### config.mk
export PLATFORM = sky130hd
export DESIGN_NAME = emr_ctrl
export DESIGN_NICKNAME = d
export VERILOG_FILES = /design/src/rtl/emr_pkg.sv /design/src/rtl/emr_regs.sv /design/src/rtl/emr_decode.sv /design/src/rtl/emr_dll_gate.sv /design/src/rtl/emr_ctrl.sv
export SDC_FILE = /design/constraint.sdc
export NUM_CORES = 1
export LEC_CHECK = 0
export ABC_AREA = 1
export BUFFER_PORTS_ARGS = -buffer_cell sky130_fd_sc_hd__buf_4
export CAP_MARGIN = 20
export CORE_UTILIZATION = 55
export CTS_CLUSTER_SIZE = 40
export DETAILED_ROUTE_END_ITERATION = 7
export GPL_TIMING_DRIVEN = 0
export MAX_ROUTING_LAYER = met4
export PLACE_DENSITY = 0.86
export SYNTH_ARGS = -nofsm -noshare
export SYNTH_HDL_FRONTEND = slang
export SYNTH_HIERARCHICAL = 1
export SYNTH_SLANG_ARGS = --single-unit
### constraint.sdc
create_clock -name clk_i -period 2.26 [get_ports clk_i]
set_clock_uncertainty 0.1 [all_clocks]
set_input_delay 0.113 -clock clk_i [delete_from_list [all_inputs] [get_ports clk_i]]
set_output_delay 0.113 -clock clk_i [all_outputs]
set_load 0.005 [all_outputs]
### src/rtl/emr_pkg.sv
package emr_pkg;

  localparam int TERM_LSB = 2;
  localparam int PRE_LSB  = 4;
  localparam int RDBI_BIT = 8;
  localparam int WDBI_BIT = 9;
  localparam int MODE_BIT = 10;
  localparam int LP_BIT   = 5;
  localparam int MIN_AW   = 11;

  localparam logic [2:0] PRE_MIN = 3'd1;
  localparam logic [2:0] PRE_MAX = 3'd5;

  typedef enum logic [1:0] {
    ST_WAIT = 2'd0,
    ST_WIN  = 2'd1,
    ST_RUN  = 2'd2
  } init_st_e;

  typedef struct packed {
    logic [1:0] term;
    logic [2:0] pre;
    logic       rd_dbi;
    logic       wr_dbi;
    logic       dbi_mode;
  } ext_t;

  function automatic logic pre_legal(input logic [2:0] p);
    return (p >= PRE_MIN) && (p <= PRE_MAX);
  endfunction

  function automatic logic [2:0] pre_clamp(input logic [2:0] p);
    if (p < PRE_MIN) return PRE_MIN;
    if (p > PRE_MAX) return PRE_MAX;
    return p;
  endfunction

  function automatic logic term_dq(input logic [1:0] code);
    return code[1];
  endfunction

  function automatic logic term_ca(input logic [1:0] code);
    return code != 2'b00;
  endfunction

  function automatic logic term_half(input logic [1:0] code);
    return code == 2'b11;
  endfunction

endpackage

### src/rtl/emr_regs.sv
module emr_regs
  import emr_pkg::*;
#(
  parameter int         AW       = 11,
  parameter int         SELW     = 2,
  parameter int         SEL_EXT  = 1,
  parameter int         SEL_EXT3 = 3,
  parameter logic [1:0] DEF_TERM = 2'b01,
  parameter int         DEF_PRE  = 1,
  parameter int         INIT_CYC = 10000
) (
  input  logic            clk_i,
  input  logic            rst_ni,
  input  logic            pwr_stable_i,
  input  logic            mrs_i,
  input  logic [SELW-1:0] sel_i,
  input  logic [AW-1:0]   addr_i,
  output ext_t            ext_o,
  output logic            lp_o,
  output logic            init_busy_o,
  output logic            pre_err_o,
  output logic            load_def_o,
  output logic            wr_ext_o,
  output logic            wr_ext3_o
);

  localparam int         WCW       = $clog2(INIT_CYC + 1);
  localparam logic [1:0] SAFE_TERM = (DEF_TERM == 2'b00) ? 2'b01 : DEF_TERM;
  localparam logic [2:0] RST_PRE   = 3'(DEF_PRE);

  init_st_e       st_q;
  logic [WCW-1:0] wcnt_q;
  ext_t           ext_q;
  logic           lp_q;
  logic           perr_q;
  logic           accept;
  logic [2:0]     pre_field;

  assign accept     = mrs_i && (st_q != ST_WAIT);
  assign wr_ext_o   = accept && (sel_i == SELW'(SEL_EXT));
  assign wr_ext3_o  = accept && (sel_i == SELW'(SEL_EXT3));
  assign load_def_o = (st_q == ST_WAIT) && pwr_stable_i;
  assign pre_field  = addr_i[PRE_LSB +: 3];

  always_ff @(posedge clk_i or negedge rst_ni) begin
    if (!rst_ni) begin
      st_q   <= ST_WAIT;
      wcnt_q <= '0;
      ext_q  <= '{term: 2'b00, pre: RST_PRE, rd_dbi: 1'b0, wr_dbi: 1'b0, dbi_mode: 1'b0};
      lp_q   <= 1'b0;
      perr_q <= 1'b0;
    end else begin
      perr_q <= wr_ext_o && !pre_legal(pre_field);
      case (st_q)
        ST_WAIT: begin
          if (pwr_stable_i) begin
            st_q       <= ST_WIN;
            wcnt_q     <= WCW'(INIT_CYC - 1);
            ext_q.term <= SAFE_TERM;
            lp_q       <= 1'b0;
          end
        end
        ST_WIN: begin
          if (wcnt_q == '0) st_q <= ST_RUN;
          else              wcnt_q <= wcnt_q - 1'b1;
        end
        default: st_q <= ST_RUN;
      endcase
      if (wr_ext_o) begin
        ext_q.term     <= addr_i[TERM_LSB +: 2];
        ext_q.pre      <= pre_field;
        ext_q.rd_dbi   <= addr_i[RDBI_BIT];
        ext_q.wr_dbi   <= addr_i[WDBI_BIT];
        ext_q.dbi_mode <= addr_i[MODE_BIT];
      end
      if (wr_ext3_o) lp_q <= addr_i[LP_BIT];
    end
  end

  assign ext_o       = ext_q;
  assign lp_o        = lp_q;
  assign init_busy_o = (st_q == ST_WIN);
  assign pre_err_o   = perr_q;

endmodule

### src/rtl/emr_decode.sv
module emr_decode
  import emr_pkg::*;
(
  input  ext_t       ext_i,
  input  logic       lp_i,
  output logic       dq_term_en_o,
  output logic       ca_term_en_o,
  output logic       term_half_o,
  output logic       strobe_term_o,
  output logic [2:0] preamble_o,
  output logic       rd_dbi_o,
  output logic       wr_dbi_o,
  output logic       dbi_mode_o
);

  logic dq_on;

  always_comb begin
    dq_on         = term_dq(ext_i.term);
    dq_term_en_o  = dq_on;
    ca_term_en_o  = term_ca(ext_i.term);
    term_half_o   = dq_on && term_half(ext_i.term);
    strobe_term_o = dq_on && lp_i;
    preamble_o    = pre_clamp(ext_i.pre);
    rd_dbi_o      = ext_i.rd_dbi;
    wr_dbi_o      = ext_i.wr_dbi;
    dbi_mode_o    = ext_i.dbi_mode;
  end

endmodule

### src/rtl/emr_dll_gate.sv
module emr_dll_gate #(
  parameter int TDL = 20
) (
  input  logic clk_i,
  input  logic rst_ni,
  input  logic dll_en_i,
  input  logic rd_req_i,
  output logic rd_ok_o,
  output logic rd_grant_o,
  output logic rd_viol_o
);

  localparam int CW = $clog2(TDL + 1);

  logic [CW-1:0] cnt_q;
  logic          armed_q;
  logic          viol_q;
  logic          ok;

  assign ok = armed_q && (cnt_q == '0);

  always_ff @(posedge clk_i or negedge rst_ni) begin
    if (!rst_ni) begin
      cnt_q   <= '0;
      armed_q <= 1'b0;
      viol_q  <= 1'b0;
    end else begin
      viol_q <= rd_req_i && !ok;
      if (dll_en_i) begin
        cnt_q   <= CW'(TDL);
        armed_q <= 1'b1;
      end else if (cnt_q != '0) begin
        cnt_q <= cnt_q - 1'b1;
      end
    end
  end

  assign rd_ok_o    = ok;
  assign rd_grant_o = rd_req_i && ok;
  assign rd_viol_o  = viol_q;

endmodule

### src/rtl/emr_ctrl.sv
module emr_ctrl
  import emr_pkg::*;
#(
  parameter int         AW       = 11,
  parameter int         SELW     = 2,
  parameter int         SEL_EXT  = 1,
  parameter int         SEL_EXT3 = 3,
  parameter logic [1:0] DEF_TERM = 2'b01,
  parameter int         DEF_PRE  = 1,
  parameter int         INIT_CYC = 10000,
  parameter int         TDL      = 20
) (
  input  logic            clk_i,
  input  logic            rst_ni,
  input  logic            pwr_stable_i,
  input  logic            mrs_i,
  input  logic [SELW-1:0] mrs_sel_i,
  input  logic [AW-1:0]   mrs_addr_i,
  input  logic            dll_en_i,
  input  logic            rd_req_i,
  output logic            dq_term_en_o,
  output logic            ca_term_en_o,
  output logic            term_half_o,
  output logic            strobe_term_o,
  output logic [2:0]      preamble_o,
  output logic            rd_dbi_o,
  output logic            wr_dbi_o,
  output logic            dbi_mode_o,
  output logic            pre_err_o,
  output logic            init_busy_o,
  output logic            rd_ok_o,
  output logic            rd_grant_o,
  output logic            rd_viol_o
);

  ext_t ext_w;
  logic lp_w;
  logic load_def_w;
  logic wr_ext_w;
  logic wr_ext3_w;

  emr_regs #(
    .AW(AW), .SELW(SELW), .SEL_EXT(SEL_EXT), .SEL_EXT3(SEL_EXT3),
    .DEF_TERM(DEF_TERM), .DEF_PRE(DEF_PRE), .INIT_CYC(INIT_CYC)
  ) u_regs (
    .clk_i        (clk_i),
    .rst_ni       (rst_ni),
    .pwr_stable_i (pwr_stable_i),
    .mrs_i        (mrs_i),
    .sel_i        (mrs_sel_i),
    .addr_i       (mrs_addr_i),
    .ext_o        (ext_w),
    .lp_o         (lp_w),
    .init_busy_o  (init_busy_o),
    .pre_err_o    (pre_err_o),
    .load_def_o   (load_def_w),
    .wr_ext_o     (wr_ext_w),
    .wr_ext3_o    (wr_ext3_w)
  );

  emr_decode u_dec (
    .ext_i         (ext_w),
    .lp_i          (lp_w),
    .dq_term_en_o  (dq_term_en_o),
    .ca_term_en_o  (ca_term_en_o),
    .term_half_o   (term_half_o),
    .strobe_term_o (strobe_term_o),
    .preamble_o    (preamble_o),
    .rd_dbi_o      (rd_dbi_o),
    .wr_dbi_o      (wr_dbi_o),
    .dbi_mode_o    (dbi_mode_o)
  );

  emr_dll_gate #(.TDL(TDL)) u_dll (
    .clk_i      (clk_i),
    .rst_ni     (rst_ni),
    .dll_en_i   (dll_en_i),
    .rd_req_i   (rd_req_i),
    .rd_ok_o    (rd_ok_o),
    .rd_grant_o (rd_grant_o),
    .rd_viol_o  (rd_viol_o)
  );

endmodule

==> impl_metrics.ini <==
[floorplanning]
ios = 34
die_x_microns = 59.6
num_rows = 20
start_util = 0.589
design.core.area_sq_mm = 0.00310
fp.dieH_microns = 59.6
die_area_sq_mm = 0.00356

[pwr]
peakVddDrop_mv = 0.376
p_leak_nw = 1.25
powerDensity_mw_per_mm2 = 588

[setup_path]
cp_slowest_cell = dfrtp_1
reg2reg_depth = 9
cp_cell_sequence = inv_1 -> ha_1 -> nand2_2 -> nor2_4 -> nand2_4 -> nand2_2 -> nand2_2 -> nand3_1 -> nand2_1
critPathCaptureType = flop
cp.buffers_inverters = 1
worst_ep_arrival_time_ps = 2010
cpMostUsedCell = nand2_2
reg2reg_to = u_regs/wcnt_q[12]
r2r_start = u_regs/wcnt_q[0]
critPathKind = flop to flop
path_depth = 9
endpoint = u_regs/wcnt_q[12]
crit_family = simple AND/OR/NAND/NOR gates
ff2ff_setup_slack_ps = 390
critPathRequiredTime_ps = 2400
cpPeakStageDelay_ps = 370
crit_path_max_fanout = 9
critPathLaunchType = flop
crit_start = u_regs/wcnt_q[0]

[clock_tree]
cts_buffers = 5
h-tree-depth = 2
clock_path_buffers = 2
clkLatencyLatePin_ps = 340
numClockSinks = 33
clockRootBuffer = clkbuf_4
clk_transition_reported_paths_ps = 100
cts_resized = 0
cts_tree = yes
cts_setup_buffers = 0
ctsHoldBuffers = 12

[global_route]
grt_first_pass_wirelength_mm = 6.49
grt_max_degree = 34
track_usage = 0.255
grt_pass1_vias = 1611
overflow = 0
antenna_found_initial = 0

[routing]
final_antenna_net_count = 0
first_pass_iters = 4
wl_per_cell_microns = 11.9
drt_iter0_drc = 68
vias_per_cell = 4.89
post-route-drc-count = 0
wl_mm = 4.01
vias = 1648

[sta]
timing.final.crit_share = 0.826
hold_viol_final = 0
worstMarginPinSlew_ps = 445
period_needed_ps = 1870
fin_setup_tns_ps = 0
relSlewSlack = 0.703
setup_violations = 0
slew_viol_final = 0
rsz0062_at_grt = no
whs_ps = 68.7
max_clock_freq_mhz = 536

[place]
port_buffers = 30
dp_hpwl_mm = 2.78
globalplace.congestion = 0.839
placed_cells = 317
dpl_cell_area_sq_mm = 0.00211

[final_layout]
final_cell_area_sq_mm = 0.00231
fin_cells = 337
drive_gt1_frac = 0.208
nFillCells = 248
nets = 313
final_util = 0.745
antennaDiodeCount = 0
areaGrowthSynthToFinish_pct = 26.6

[run_status]
status = finished, final reports clean

[synth]
synth_area_sq_mm = 0.00183
avgSynthCellArea_sq_um = 7.52
yosysWarnings = 6
syn-num-nets = 264
synthesis.instances = 243

[job]
cap_violations = 0

[hold_path]
hold_path_class = primary input to flop
==> how the worst min path moves through the flow <==
stage | cells after the start | endpoint | slack (ps) | startpoint
2_1_floorplan | 0 | u_dll/armed_q | -280 | rst_ni
3_3_place_gp | 1 | u_regs/wcnt_q[12] | -20 | rst_ni
3_5_place_dp | 1 | u_regs/wcnt_q[12] | -20 | rst_ni
4_1_cts | 5 | u_regs/lp_o | 50 | mrs_i
5_1_grt | 5 | u_regs/lp_o | 100 | mrs_i
6_report | 5 | u_regs/lp_o | 70 | mrs_i
==> flip-flops by register name, indices dropped and copies added, names as in the netlist <==
register and count:
u_dll/rd_viol_o 1, u_dll/armed_q 1, u_dll/cnt_q 5, u_regs/lp_o 1
u_regs/st_q 2, u_regs/ext_o 8, u_regs/wcnt_q 14, u_regs/pre_err_o 1
==> worst min-delay path: cells and delay by family <==
family	cells	cell delay, ps
buffers and inverters	2	140
and+or+nand+nor	2	120
AOI/OAI and AO/OA	1	80
==> cells in the final DEF (no fill, tap or decap), types with 2 or more instances in the layout <==
cell           count
nand4_1            4
a21oi_1            3
xor2_1             3
ha_1               2
dfrtp_1           32
nor2_1            25
dlygate4sd3_1     12
o21ai_1            3
o21ai_0            7
inv_1             35
nand2_1           73
nor3_1             3
clkbuf_1           3
nand3_1           23
buf_4             34
nand2_2            5
nor2_2             6
clkbuf_4           5
==> power breakdown <==
part           switching (mW)  internal [mW]
Clock                   0.204          0.264
Sequential             0.0321          0.633
Combinational           0.102          0.124
Total                   0.338           1.02
==> layer usage <==
| metal | vias to the layer above | global-route usage | share of wire | wire length, microns |
|---|---|---|---|---|
| met5 | - | - | 0 | 0 |
| met4 | 0 | 0.0764 | 0.0067 | 27 |
| met3 | 3 | 0.0699 | 0.042 | 168 |
| met2 | 39 | 0.449 | 0.51 | 2040 |
| met1 | 758 | 0.280 | 0.44 | 1780 |
| li1 | 848 | - | - | - |
==> stage by stage <==
step | power, mW | setup WS [ps]
floorplan | 0.782 | 692
global placement | 0.874 | 449
detailed placement | 0.886 | 425
CTS | 1.37 | 412
global route | 1.41 | 275
finish | 1.36 | 393
==> cell type report <==
| class | instances | area (sq um) | share of cell area |
|---|---|---|---|
| Timing Repair Buffer | 42 | 345 | 0.149 |
| Multi-Input combinational cell | 167 | 815 | 0.352 |
| Buffer | 8 | 53.8 | 0.0233 |
| Clock inverter | 1 | 30.0 | 0.0130 |
| Clock buffer | 7 | 55.1 | 0.0238 |
| Sequential cell | 33 | 827 | 0.358 |
| Tap cell | 44 | 55.1 | 0.0238 |
| Inverter | 35 | 131 | 0.0568 |
Note: power is estimated with default switching activity, not from simulation.
